===== src/rtl/dma4_engine.sv =====
module dma4_engine #(
  parameter int NCH = 4,
  parameter int AW  = 16,
  parameter int DW  = 8,
  parameter int CW  = 16,
  localparam int CHW = (NCH > 1) ? $clog2(NCH) : 1
) (
  input  logic            clk,
  input  logic            rst_n,
  input  logic            cfg_we,
  input  logic [CHW-1:0]  cfg_ch,
  input  logic [1:0]      cfg_sel,
  input  logic [AW-1:0]   cfg_wdata,
  input  logic [NCH-1:0]  req_pri,
  input  logic [NCH-1:0]  req_sec,
  output logic [NCH-1:0]  ack,
  output logic            bus_req,
  input  logic            bus_gnt,
  output logic [AW-1:0]   bus_addr,
  output logic            bus_rd,
  output logic            bus_wr,
  output logic [DW-1:0]   bus_wdata,
  input  logic [DW-1:0]   bus_rdata,
  output logic [NCH-1:0]  done,
  output logic            irq
);
  localparam int CB     = 11;
  localparam int B_EN   = 0;
  localparam int B_IND  = 1;
  localparam int B_CONT = 2;
  localparam int B_IE   = 3;
  localparam int B_SIDE = 4;
  localparam int B_SS   = 5;
  localparam int B_DS   = 7;
  localparam int B_SEL  = 9;
  localparam int B_SW   = 10;

  typedef enum logic [2:0] {S_IDLE, S_REQ, S_ARB, S_FLY, S_RD, S_WR, S_CHK} st_t;

  st_t            st;
  logic [CHW-1:0] cur, win;
  logic [AW-1:0]  src [NCH];
  logic [AW-1:0]  dst [NCH];
  logic [CW-1:0]  cnt [NCH];
  logic [CB-1:0]  ctl [NCH];
  logic [DW-1:0]  hold;
  logic [NCH-1:0] pend, ie_v, done_r;
  logic [CB-1:0]  cc;
  logic           side, item_end;

  function automatic logic [AW-1:0] stepped(input logic [AW-1:0] a, input logic [1:0] m);
    case (m)
      2'b01:   stepped = a + AW'(1);
      2'b10:   stepped = a - AW'(1);
      default: stepped = a;
    endcase
  endfunction

  for (genvar i = 0; i < NCH; i++) begin : g_ch
    assign pend[i] = ctl[i][B_EN] & (|cnt[i]) &
                     ((ctl[i][B_SEL] ? req_sec[i] : req_pri[i]) | ctl[i][B_SW]);
    assign ie_v[i] = ctl[i][B_IE];
  end

  always_comb begin
    win = '0;
    for (int i = NCH - 1; i >= 0; i--)
      if (pend[i]) win = CHW'(i);
  end

  assign cc        = ctl[cur];
  assign side      = cc[B_SIDE];
  assign item_end  = (st == S_FLY) || (st == S_WR);
  assign bus_req   = (st != S_IDLE);
  assign bus_rd    = (st == S_RD)  || ((st == S_FLY) && !side);
  assign bus_wr    = (st == S_WR)  || ((st == S_FLY) &&  side);
  assign bus_addr  = bus_rd ? src[cur] : dst[cur];
  assign bus_wdata = hold;
  assign ack       = ((bus_rd && !side) || (bus_wr && side)) ? (NCH'(1) << cur) : '0;
  assign done      = done_r;
  assign irq       = |(done_r & ie_v);

  always_ff @(posedge clk or negedge rst_n) begin
    if (!rst_n) begin
      st   <= S_IDLE;
      cur  <= '0;
      hold <= '0;
    end else begin
      case (st)
        S_IDLE: if (|pend) st <= S_REQ;
        S_REQ:  if (bus_gnt) st <= S_ARB;
        S_ARB:  begin
          if (|pend) begin
            cur <= win;
            st  <= ctl[win][B_IND] ? S_RD : S_FLY;
          end else begin
            st <= S_IDLE;
          end
        end
        S_FLY:  st <= S_CHK;
        S_RD:   begin
          hold <= bus_rdata;
          st   <= S_WR;
        end
        S_WR:   st <= S_CHK;
        S_CHK:  begin
          if (cc[B_CONT] && pend[cur]) st <= cc[B_IND] ? S_RD : S_FLY;
          else                         st <= S_IDLE;
        end
        default: st <= S_IDLE;
      endcase
    end
  end

  always_ff @(posedge clk or negedge rst_n) begin
    if (!rst_n) begin
      for (int i = 0; i < NCH; i++) begin
        src[i] <= '0;
        dst[i] <= '0;
        cnt[i] <= '0;
        ctl[i] <= '0;
      end
      done_r <= '0;
    end else begin
      for (int i = 0; i < NCH; i++) begin
        if (item_end && cur == CHW'(i)) begin
          src[i] <= stepped(src[i], ctl[i][B_SS +: 2]);
          dst[i] <= stepped(dst[i], ctl[i][B_DS +: 2]);
          cnt[i] <= cnt[i] - CW'(1);
          if (cnt[i] == CW'(1)) begin
            done_r[i]    <= 1'b1;
            ctl[i][B_EN] <= 1'b0;
            ctl[i][B_SW] <= 1'b0;
          end
        end
        if (cfg_we && cfg_ch == CHW'(i)) begin
          case (cfg_sel)
            2'd0: src[i] <= cfg_wdata;
            2'd1: dst[i] <= cfg_wdata;
            2'd2: cnt[i] <= CW'(cfg_wdata);
            default: begin
              ctl[i]    <= CB'(cfg_wdata);
              done_r[i] <= 1'b0;
            end
          endcase
        end
      end
    end
  end
endmodule


===== config.mk =====
export PLATFORM = sky130hd
export DESIGN_NAME = dma4_engine
export DESIGN_NICKNAME = d
export VERILOG_FILES = /design/src/rtl/dma4_engine.sv
export SDC_FILE = /design/constraint.sdc
export NUM_CORES = 1
export LEC_CHECK = 0
export ABC_AREA = 1
export BUFFER_PORTS_ARGS = -buffer_cell sky130_fd_sc_hd__buf_2
export CORE_MARGIN = 2
export CORE_UTILIZATION = 30
export CTS_BUF_LIST = sky130_fd_sc_hd__clkbuf_8
export CTS_CLUSTER_SIZE = 12
export DETAILED_ROUTE_END_ITERATION = 7
export GPL_TIMING_DRIVEN = 0
export PLACE_DENSITY_LB_ADDON = 0.1
export SETUP_SLACK_MARGIN = 0.5
export SYNTH_ARGS = -nofsm -noshare
export SYNTH_HDL_FRONTEND = slang
export SYNTH_SLANG_ARGS = --single-unit

===== constraint.sdc =====
create_clock -name clk -period 3.4 [get_ports clk]
set_input_delay 0 -clock clk [delete_from_list [all_inputs] [get_ports clk]]
set_output_delay 0 -clock clk [all_outputs]
set_load 0.02 [all_outputs]

# After elaboration in Yosys (flattened, before gate mapping)

Cells that the tools add are included.

Add/subtract/negate cells: 20
$lt $le $gt $ge: 3
Eq/ne operators: 36
Shift-type cells: 1
Muxes and demuxes: 115
Bitwise gates (word level): 16
Reductions and logical operators: 37

Operator list:

| cell                                                | number |
|---|---|
| two-way mux 16 bit                                  | 41 |
| one-hot mux 16 bit (2 select lines)                 | 8 |
| subtractor 16 x 1 -> 16 bit (second input constant) | 12 |
| adder 16 x 1 -> 16 bit (second input constant)      | 8 |
| two-way mux 11 bit                                  | 8 |
| binary-select mux 16 bit (select 2 bit)             | 2 |
| == test 16 x 1 -> 1 bit (second input constant)     | 4 |
| OR reduction 16 bit                                 | 4 |
| binary-select mux 11 bit (select 2 bit)             | 2 |
| two-way mux 1 bit                                   | 37 |
| == test 2 bit (second input constant)               | 13 |
| == test 2 x 1 -> 1 bit (second input constant)      | 11 |
| two-way mux 3 bit                                   | 6 |
| one-hot mux 3 bit (6 select lines)                  | 1 |
| logical AND 1 bit                                   | 13 |
| two-way mux 2 bit                                   | 6 |
| AND reduction 2 bit                                 | 6 |
| two-way mux 5 bit                                   | 2 |
| == test 3 bit (second input constant)               | 3 |
| bitwise AND 1 bit                                   | 8 |
| OR reduction 4 bit                                  | 2 |
| == test 3 x 2 -> 1 bit (second input constant)      | 2 |
| >= comparator 3 bit (second input constant)         | 2 |
| logical NOT 2 bit                                   | 3 |
| other kinds (16)                                    | 24 |

Register bits after elaboration: 253
Output and inout bits: 36
Logic and storage cells: 252

# Logic depth before layout (Yosys ltp)

Gate-level depths: netlist of the first run.

Depth after elaboration: 14
Mapped depth: 17
Mapped depth without buffers: 17

# Least setup slack after synthesis of the first run

Ideal clock, no wire load.

Kind: reg-to-reg
Start point: register ctl[7] (netlist bit)
End point: register dst[8] (netlist bit)
Data arrival time: 2.364 ns
Slack: 0.959 ns
Stages on the path, launching flop included: 15
Period minus slack after synthesis: 2.441 ns
Path through: dfrtp_1 > inv_1 > ha_1 > inv_1 > fa_1 > inv_1 > nand2_1 > nand2_1 > a21oi_1 > o21ai_0 > inv_1 > o21ai_0 > xor2_1 > nor2_1 > o21ai_1

Cells in the longest elaborated chain, start to end: 5

Ends and longest elaborated chain:

| what                                                    | line | source |
|---|---|---|
| from (decl)                                             | 45   | `logic [CB-1:0] ctl [NCH];` |
| from (signal, indexed assignment)                       | 142  | `ctl[i] <= CB'(cfg_wdata);` |
| == test 2 bit or == test 2 x 1 -> 1 bit (tied branches) | 52   | `case (m)` |
| one-hot mux 16 bit (2 select lines) *                   | 52   |  |
| two-way mux 16 bit *                                    | 126  | `if (item_end && cur == CHW'(i)) begin` |
| two-way mux 16 bit                                      | 137  | `case (cfg_sel)` |
| two-way mux 16 bit *                                    | 136  | `if (cfg_we && cfg_ch == CHW'(i)) begin` |
| to (signal, indexed assignment)                         | 128  | `dst[i] <= stepped(dst[i], ctl[i][B_DS +: 2]);` |
| to (signal, indexed assignment)                         | 139  | `2'd1: dst[i] <= cfg_wdata;` |
| to (decl)                                               | 43   | `logic [AW-1:0] dst [NCH];` |

Mark *: on every way between the ends. The rest lies on a longest branch, timed or not.
A chain may end at the register's enable or synchronous reset.

# Worst setup path in the final report of the first run

Start point: register cur[0]
End point: output bus_addr[0]

Cells in the longest elaborated chain, start to end: 8

Ends and longest elaborated chain:

| what                                                 | line   | source |
|---|---|---|
| from (decl)                                          | 41     | `logic [CHW-1:0] cur, win;` |
| from (signal assigned)                               | 94     | `cur <= win;` |
| inverter 2 -> 3 bit (not written as such) *          | 71, 77 |  |
| binary-select mux 11 bit (select 2 bit)              | 71     | `assign cc = ctl[cur];` |
| two-way mux 5 bit (not written as such) (2 in a row) | 71     |  |
| logical NOT 1 bit                                    | 75     | `assign bus_rd = (st == S_RD) \|\| ((st == S_FLY) && !side);` |
| logical AND 1 bit                                    | 75     |  |
| logical OR 1 bit                                     | 75     |  |
| two-way mux 16 bit *                                 | 77     | `assign bus_addr = bus_rd ? src[cur] : dst[cur];` |
| to (decl)                                            | 19     | `output logic [AW-1:0] bus_addr,` |

Mark *: on every way between the ends. The rest lies on a longest branch, timed or not. The select of a mux whose other input is x is not followed.

==> out/results.tsv, run 1 <==
stage	metric	value	unit
floorplan	floorplan.core_area	0.0630	mm²
timing	timing.clock.skew	0.0223	ns
setup_path	reg2reg_setup_slack	0.72	ns
timing	tightestPinTransition	1.16	ns
synth	postSynth.topFlopCell	sky130_fd_sc_hd__dfrtp_1	
setup_path	worst-r2r-cell-count	14	
cells_and_area	layout.cell_area.non_filler	0.0222	mm²
power	power_frac_clock	0.169	
global_route	grt_max_degree	91	
timing	post-route-min-period	2.80	ns
power	combPwrFrac	0.562	
synth	synth_seq_area_share	0.333	
floorplan	io-pin-count	76	
synth	synthesis.instances	2678	
cells_and_area	antenna-diode-count	0	
setup_path	crit_path_class	reg2out	
synth	number_of_enable_flip_flop_cells_after_synthesis	0	
setup_path	cp_cell_sequence	inv_2 -> nand2_4 -> inv_2 -> clkbuf_1 -> a221oi_1 -> o21ai_1 -> buf_2	
setup_path	worst_ep_required_time	3.40	ns
placed_design	place.gp.congestion	0.920	
synth	synthArstFlopShare	1.00	
global_route	global_route_wire_length_before_repair	116	mm
floorplan	vertical_extent_of_the_die	256	µm
global_route	number_of_antenna_violations_at_the_first_check_in_global_routing	4	
worst_hold_path	hold_end	cur[1]$_DFFE_PN0P_	
detailed_routing	post_drt_via_cell_ratio	5.21	
floorplan	die_x	256	µm
setup_path	reg_to_reg_end	src[61]$_DFF_PN0_	
placed_design	portBuffers	74	
setup_path	crit_slowest_cell	sky130_fd_sc_hd__clkbuf_1	
global_route	grtUsageTotal	0.232	
placed_design	place_hpwl	57.9	mm
synth	syn_avg_cell_area	7.11	µm²
cells_and_area	syn_to_final_growth	16.4	%
cts	worst_skew_pair.late_latency	0.67	ns
timing	finalHoldViolCount	0	
placed_design	placed_cells_incl_taps	3600	
timing	setup_violations	0	
global_route	grt_remaining_overflow	0	
cts	cts-buffers-inserted	53	
setup_path	worst-path-buf-inv	4	
synth	top_post_synthesis_cells_by_area	sky130_fd_sc_hd__dfrtp_1 (33%), sky130_fd_sc_hd__nand2_1 (11%), sky130_fd_sc_hd__ha_1 (8.4%), sky130_fd_sc_hd__o21ai_0 (6.7%), sky130_fd_sc_hd__inv_1 (6.4%)	
setup_path	worst_ep_arrival_time	2.80	ns
cts	worst_setup_hold_path_clk_slew	0.06	ns
setup_path	critical_path.max_fanout	10	
setup_path	worst_r2r_startpoint	ctl[38]$_DFFE_PN0P_	
setup_path	worst_setup_ep_type	output port	
timing	timing.slew.headroom	0.223	
synth	postSynthRegisterBits	253	
cells_and_area	share_of_cells_above_drive_strength_1	0.0882	
cts	cts_tree	built	
detailed_routing	first_iter_violations	1561	
floorplan	total_die_area	0.0655	mm²
global_route	grt_pass1_vias	18800	
timing	setup_repair_after_global_routing_missed_its_margin	yes	
power	power_density	903	mW/mm²
cts	cts_root_buffer	sky130_fd_sc_hd__clkbuf_8	
worst_hold_path	hp-class	in2reg	
synth	synth.yosys.warnings	0	
run_status	run_status	finished, final reports clean	
detailed_routing	routed-via-count	19500	
timing	worst_slack	0.600	ns
synth	syn-cell-area	0.0190	mm²
power	power.sequential.fraction	0.270	
setup_path	cp-start-kind	flip-flop	
setup_path	worst_path_most_repeated_cell	sky130_fd_sc_hd__inv_2	
synth	synth_largest_type_area_fraction	0.333	
cts	max-clock-path-buffers	3	
detailed_routing	detailedRoute.firstPassIterationCount	5	
detailed_routing	wl	77.6	mm
synth	ys_types	47	
power	switching_share	0.500	
timing	max_freq	357	MHz
setup_path	cpLargestDelayFamily	buffers and inverters	
power	p_leak	10.8	nW
placed_design	placedInstanceArea	0.0205	mm²
cells_and_area	filler_cell_count	6792	
timing	post-route-period-util	0.824	
detailed_routing	ant_nets	0	
detailed_routing	post-route-drc-count	0	
cells_and_area	finish.net_count	3027	
worst_hold_path	hold_path.startpoint	req_sec[3]	
setup_path	cpPeakStageDelay	0.55	ns
synth	synthesis.nets	2854	
timing	tns	0	ns
cts	cts.sink_count	253	
power	irDropWorstVdd	0.344	mV
detailed_routing	avgRoutedWirePerCell	20.8	µm
timing	slew_viol_final	0	
floorplan	initial_utilization	0.302	
worst_hold_path	holdPathStages	9	
flow_run	max-cap-violations	0	
power	p_int	10.0	mW
power	p_sw	9.99	mW
synth	synth.largest_area_cell	sky130_fd_sc_hd__dfrtp_1	
placed_design	placement.setup.worst_slack	0.113	ns
cells_and_area	post_layout_nonfiller_instances	3737	
cts	h_tree_levels	2	
floorplan	rows	92	
==> cells by family (layout without fill, tap and decap cells) <==
kind of cell	after synthesis	in the layout	synth area share
AOI/OAI and AO/OA	756	756	0.222
DFF	253	253	0.333
and+or+nand+nor	1016	1016	0.226
adders and majority gates	136	136	0.0925
xor gates and xnor gates	94	94	0.0432
buffers and inverters	423	636	0.0840
==> placed cells by master (no fill, tap or decap), drive strengths merged, types with 7 or more instances in the layout <==
cell type | netlist | routed
nand2 | 563 | 563
inv | 347 | 367
o21ai | 348 | 348
dfrtp | 253 | 253
a21oi | 209 | 209
nor2 | 203 | 203
nand3 | 167 | 167
ha | 128 | 128
clkbuf | 63 | 128
buf | 10 | 95
xor2 | 64 | 64
o22ai | 52 | 52
nor3 | 36 | 36
dlygate4sd3 | 0 | 32
xnor2 | 30 | 30
nand4 | 29 | 29
a21o | 24 | 24
a22oi | 23 | 23
o211ai | 21 | 21
a31oi | 18 | 18
a221oi | 16 | 16
clkinv | 3 | 13
o21a | 11 | 11
o31ai | 10 | 10
fa | 8 | 8
a21boi | 8 | 8
o21bai | 7 | 7
nand3b | 7 | 7
o221ai | 7 | 7
or2 | 7 | 7
==> how the worst max path moves through the flow <==
stage	start	endpoint	slack [ns]	cells past startpoint
4_1_cts	cur[1]$_DFFE_PN0P_	bus_addr[13]	0.50	7
3_5_place_dp	ctl[7]$_DFFE_PN0P_	dst[8]$_DFF_PN0_	0.11	14
2_1_floorplan	ctl[7]$_DFFE_PN0P_	dst[8]$_DFF_PN0_	0.96	14
5_1_grt	cur[1]$_DFFE_PN0P_	bus_addr[10]	0.48	12
3_3_place_gp	rst_n	dst[26]$_DFF_PN0_	-2.95	1
6_report	cur[0]$_DFFE_PN0P_	bus_addr[0]	0.60	7
==> flip-flops by register name, indices dropped and copies added, names as in the netlist <==
name	count
done	4
cur	2
dst	64
st	3
ctl	44
cnt	64
src	64
bus_wdata	8
==> area by class of cell <==
cell class | instances | area, µm² | share of cell area
plain buffers | 73 | 310 | 0.0140
clock buffers | 64 | 881 | 0.0397
clock inverters | 31 | 171 | 0.00773
inverters | 350 | 1320 | 0.0593
multi-input cells | 2002 | 11200 | 0.507
flip-flops and latches | 253 | 6330 | 0.286
well taps | 846 | 1060 | 0.0478
repair buffers | 118 | 848 | 0.0383
==> power by group through the flow <==
stage,logic (mW),registers [mW],clock network (mW)
2_1_floorplan,7.70,5.05,0
3_3_place_gp,10.6,5.39,0
3_5_place_dp,10.7,5.40,0
4_1_cts,10.9,5.37,3.47
5_1_grt,12.5,5.55,3.60
6_report,11.2,5.39,3.38
==> synth_stat cells, drive strengths merged (16+ instances only) <==
cell and n:
nor2 203, o21ai 348, clkbuf 63, dfrtp 253, a21oi 209, o211ai 21, nor3 36, nand3 167
ha 128, o22ai 52, a221oi 16, xnor2 30, a31oi 18, a22oi 23, nand4 29, a21o 24
nand2 563, inv 347, xor2 64
==> metal layers <==
layer	global-route usage	wire length [µm]	part of all wire
met1	0.317	35400	0.46
met2	0.371	34800	0.45
met3	0.0452	5030	0.065
met4	0.0728	2300	0.030
met5	0	13	0.00017
==> worst register-to-register path, cell delays in order, from the launching register on <==
cell,delay [ns]
sky130_fd_sc_hd__dfrtp_1,0.38
sky130_fd_sc_hd__inv_1,0.07
sky130_fd_sc_hd__ha_2,0.45
sky130_fd_sc_hd__ha_1,0.38
sky130_fd_sc_hd__a21oi_1,0.17
sky130_fd_sc_hd__nand2_1,0.13
sky130_fd_sc_hd__nand2_1,0.09
sky130_fd_sc_hd__nand3_1,0.18
sky130_fd_sc_hd__nand2_1,0.12
sky130_fd_sc_hd__nand3_1,0.14
sky130_fd_sc_hd__nand3_1,0.13
sky130_fd_sc_hd__nand2_1,0.05
sky130_fd_sc_hd__nand2_1,0.06
sky130_fd_sc_hd__nand3_1,0.09
sky130_fd_sc_hd__a21oi_1,0.15
==> metrics by stage <==
| step | power [mW] | hold WS, ns | util |
|---|---|---|---|
| final | 20.0 | 0.0612 | 0.352 |
| after floorplan | 12.8 | -0.296 | - |
| after global routing | 21.7 | 0.0616 | 0.352 |
| after CTS | 19.8 | 0.0141 | 0.350 |
| after detailed placement | 16.1 | 0.0904 | 0.326 |
| after global placement | 16.0 | 0.207 | 0.325 |
==> timing repair <==
item                                    in CTS  in global routing
cloned                                       0                  1
hold buffers                                32                  0
pin swaps                                    3                  2
endpoints found under the setup margin      52                 52
gates resized for setup                     28                 32
buffers inserted                             6                  3
hold endpoints to repair                   334                  0
Note: power is estimated with default switching activity, not from simulation.
==> inputs of run 2 (changes only) <==
clock period = 2.3 ns   (was 3.4 ns; I/O delays follow)
==> out/results.tsv, run 2 (same netlist as run 1, synthesis figures left out) <==
stage	metric	value	unit	change
setup_path	reg2reg_setup_slack	-0.01	ns	was 0.72 ns
floorplan	total_die_area	0.0655	mm²	unchanged
cts	worst_setup_hold_path_clk_slew	0.05	ns	was 0.06 ns
placed_design	placement.setup.worst_slack	-0.511	ns	was 0.113 ns
floorplan	io-pin-count	76		unchanged
run_status	run_status	finished, violations left		was finished, final reports clean
power	p_leak	12.9	nW	was 10.8 nW
power	switching_share	0.485		was 0.500
global_route	number_of_antenna_violations_at_the_first_check_in_global_routing	4		unchanged
timing	finalHoldViolCount	0		unchanged
global_route	grt_max_degree	106		was 91
detailed_routing	post_drt_via_cell_ratio	5.29		was 5.21
timing	max_freq	379	MHz	
global_route	grt_most_used_layer	met2		unchanged
cts	max-clock-path-buffers	3		unchanged
cells_and_area	finish.net_count	3280		was 3,027
setup_path	worst_ep_arrival_time	2.64	ns	was 2.80 ns
timing	tightestPinTransition	1.32	ns	was 1.16 ns
setup_path	cpLargestDelayFamily	buffers and inverters		unchanged
setup_path	worst_ep_required_time	2.30	ns	was 3.40 ns
run_status	violations	negative setup slack		
cells_and_area	filler_cell_count	6199		was 6,792
power	power_frac_clock	0.117		was 0.169
placed_design	place_hpwl	58.6	mm	was 57.9 mm
power	power_density	1400	mW/mm²	was 903 mW/mm²
timing	post-route-min-period	2.64	ns	
detailed_routing	routed-via-count	21100		was 19.5k
placed_design	placed_cells_incl_taps	3600		unchanged
cells_and_area	most-common-layout-cells	sky130_fd_sc_hd__nand2_1 (458), sky130_fd_sc_hd__inv_1 (287), sky130_fd_sc_hd__dfrtp_1 (246)		was sky130_fd_sc_hd__nand2_1 (557), sky130_fd_sc_hd__inv_1 (342), sky130_fd_sc_hd__dfrtp_1 (252)
power	p_sw	19.8	mW	was 9.99 mW
worst_hold_path	hold_path.startpoint	cfg_wdata[4]		was req_sec[3]
cells_and_area	syn_to_final_growth	53.0	%	was 16.4%
flow_run	max-cap-violations	0		unchanged
power	combPwrFrac	0.675		was 0.562
cts	h_tree_levels	2		unchanged
setup_path	crit_path_class	reg2out		unchanged
global_route	global_route_met1_utilization	0.325		was 0.317
cells_and_area	antenna-diode-count	0		unchanged
worst_hold_path	hp-class	in2reg		unchanged
detailed_routing	avgRoutedWirePerCell	21.4	µm	was 20.8 µm
setup_path	worst_r2r_startpoint	ctl[7]$_DFFE_PN0P_		was ctl[38]$_DFFE_PN0P_
power	irDropWorstVdd	0.533	mV	was 0.344 mV
setup_path	cp-start-kind	flip-flop		unchanged
timing	timing.clock.skew	0.0243	ns	was 0.0223 ns
setup_path	cpPeakStageDelay	0.47	ns	was 0.55 ns
floorplan	rows	92		unchanged
timing	tns	-5.73	ns	was 0 ns
power	power.sequential.fraction	0.208		was 0.270
global_route	grt_remaining_overflow	0		unchanged
setup_path	reg_to_reg_end	dst[8]$_DFF_PN0_		was src[61]$_DFF_PN0_
detailed_routing	post-route-drc-count	0		unchanged
setup_path	crit_slowest_cell	sky130_fd_sc_hd__dfrtp_2		was sky130_fd_sc_hd__clkbuf_1
global_route	global_route.usage.met3	0.0455		was 0.0452
timing	setup_violations	23		was 0
timing	setup_repair_after_global_routing_missed_its_margin	yes		unchanged
floorplan	die_x	256	µm	unchanged
setup_path	cp_cell_sequence	nor2_4 -> buf_4 -> buf_2 -> a22oi_2 -> nand3_1 -> nand2_1 -> o21ai_2 -> buf_6		was inv_2 -> nand2_4 -> inv_2 -> clkbuf_1 -> a221oi_1 -> o21ai_1 -> buf_2
cells_and_area	reg_top3	cnt x64, dst x64, src x64		unchanged
setup_path	worst_setup_ep_type	output port		unchanged
placed_design	place.gp.congestion	0.909		was 0.920
floorplan	floorplan.core_area	0.0630	mm²	unchanged
cts	cts_tree	built		unchanged
global_route	grt.met2_usage	0.402		was 0.371
setup_path	worst-r2r-cell-count	15		was 14
global_route	global_route_wire_length_before_repair	124	mm	was 116 mm
floorplan	vertical_extent_of_the_die	256	µm	unchanged
global_route	grt_pass1_vias	20300		was 18.8k
detailed_routing	ant_nets	0		unchanged
cts	worst_skew_pair.late_latency	0.68	ns	was 0.67 ns
power	p_int	21.0	mW	was 10.0 mW
timing	post-route-period-util	1.15		
setup_path	critical_path.max_fanout	10		unchanged
detailed_routing	wl	85.4	mm	was 77.6 mm
timing	timing.slew.headroom	0.121		was 0.223
timing	worst_slack	-0.337	ns	was 0.600 ns
cells_and_area	share_of_cells_above_drive_strength_1	0.367		was 0.0882
detailed_routing	first_iter_violations	1415		was 1,561
global_route	grtUsageTotal	0.247		was 0.232
cts	cts-buffers-inserted	54		was 53
cts	cts.sink_count	253		unchanged
worst_hold_path	hold_end	ctl[4]$_DFFE_PN0P_		was cur[1]$_DFFE_PN0P_
setup_path	worst-path-buf-inv	3		was 4
placed_design	portBuffers	74		unchanged
worst_hold_path	holdPathStages	3		was 9
detailed_routing	detailedRoute.firstPassIterationCount	5		unchanged
cells_and_area	most_common_cell_after_layout_fill_and_taps_aside	sky130_fd_sc_hd__nand2_1		unchanged
timing	slew_viol_final	0		unchanged
floorplan	initial_utilization	0.302		unchanged
cells_and_area	fin_util	0.463		was 0.352
cts	cts_root_buffer	sky130_fd_sc_hd__clkbuf_8		unchanged
cells_and_area	post_layout_nonfiller_instances	3986		was 3,737
## run 2: cell types whose count changed in the layout (fill, tap and decap cells not counted), moves of 67 or more
cell,previous run,this run
sky130_fd_sc_hd__nand2_2,4,71
sky130_fd_sc_hd__ha_1,120,23
sky130_fd_sc_hd__a21oi_1,209,110
sky130_fd_sc_hd__nand3_1,165,93
sky130_fd_sc_hd__ha_4,5,101
sky130_fd_sc_hd__nand2_1,557,458
sky130_fd_sc_hd__buf_6,2,89
sky130_fd_sc_hd__buf_4,11,167
sky130_fd_sc_hd__o21ai_0,245,148
## run 2: per-stage QoR
step / hold slack (ns) / instance area [µm²] / total power, mW
final: 0.0579 / 29100 / 40.7
after global routing: 0.0496 / 29100 / 43.3
after CTS: 0.0113 / 26500 / 36.3
after detailed placement: -0.0306 / 21400 / 25.4
after global placement: 0.203 / 21400 / 25.2
after floorplan: -0.296 / 20000 / 20.2
## run 2: area by class of cell
class	instances	area [µm²]	share of cell area
Multi-Input combinational cell	2002	15400	0.529
Sequential cell	253	6340	0.218
Timing Repair Buffer	370	3500	0.120
Inverter	350	1390	0.0476
Tap cell	846	1060	0.0363
Clock buffer	62	853	0.0293
Buffer	73	449	0.0154
Clock inverter	30	131	0.00451
## run 2: worst max path at each step
stage	start	depth (start not counted)	slack, ns	end
detailed placement	cfg_ch[0]	9	-0.51	dst[41]$_DFF_PN0_
global placement	rst_n	1	-4.06	dst[26]$_DFF_PN0_
CTS	cur[0]$_DFFE_PN0P_	14	-0.35	bus_addr[6]
global route	cur[0]$_DFFE_PN0P_	14	-0.39	bus_addr[10]
floorplan	ctl[8]$_DFFE_PN0P_	13	0.28	dst[13]$_DFF_PN0_
finish	cur[1]$_DFFE_PN0P_	8	-0.34	bus_addr[14]
## run 2: timing repair
item / 4_1_cts / 5_1_grt
hold endpoints to repair: 388 / 0
pin swaps: 181 / 247
buffers inserted: 150 / 107
gates cloned: 4 / 0
hold buffers: 33 / 0
resized for setup: 555 / 458
setup endpoints to repair: 222 / 250
## run 2: per-layer routing
metal	vias to the layer above	wire, µm
met4	2	3090
met1	10400	37900
met2	571	39600
li1	9936	-
met5	-	13
met3	144	4850
## run 2: power by group through the flow
stage / clock network, mW / registers [mW] / logic (mW)
global route: 5.04 / 8.70 / 29.5
detailed placement: 0 / 8.16 / 17.2
finish: 4.75 / 8.48 / 27.5
floorplan: 0 / 7.69 / 12.5
CTS: 4.88 / 8.31 / 23.1
global placement: 0 / 8.14 / 17.0
## run 2: worst register-to-register path, cell delays in order (launching register included)
cell                      delay [ns]
sky130_fd_sc_hd__dfrtp_1        0.37
sky130_fd_sc_hd__inv_2          0.07
sky130_fd_sc_hd__ha_4           0.18
sky130_fd_sc_hd__buf_12         0.14
sky130_fd_sc_hd__inv_8          0.03
sky130_fd_sc_hd__fa_2           0.36
sky130_fd_sc_hd__inv_2          0.08
sky130_fd_sc_hd__nand2_2        0.05
sky130_fd_sc_hd__nand2_2        0.08
sky130_fd_sc_hd__a21oi_4        0.08
sky130_fd_sc_hd__o21ai_4        0.23
sky130_fd_sc_hd__inv_2          0.08
sky130_fd_sc_hd__o21ai_2        0.13
sky130_fd_sc_hd__xor2_1         0.16
sky130_fd_sc_hd__nor2_1         0.06
sky130_fd_sc_hd__o21ai_1        0.12
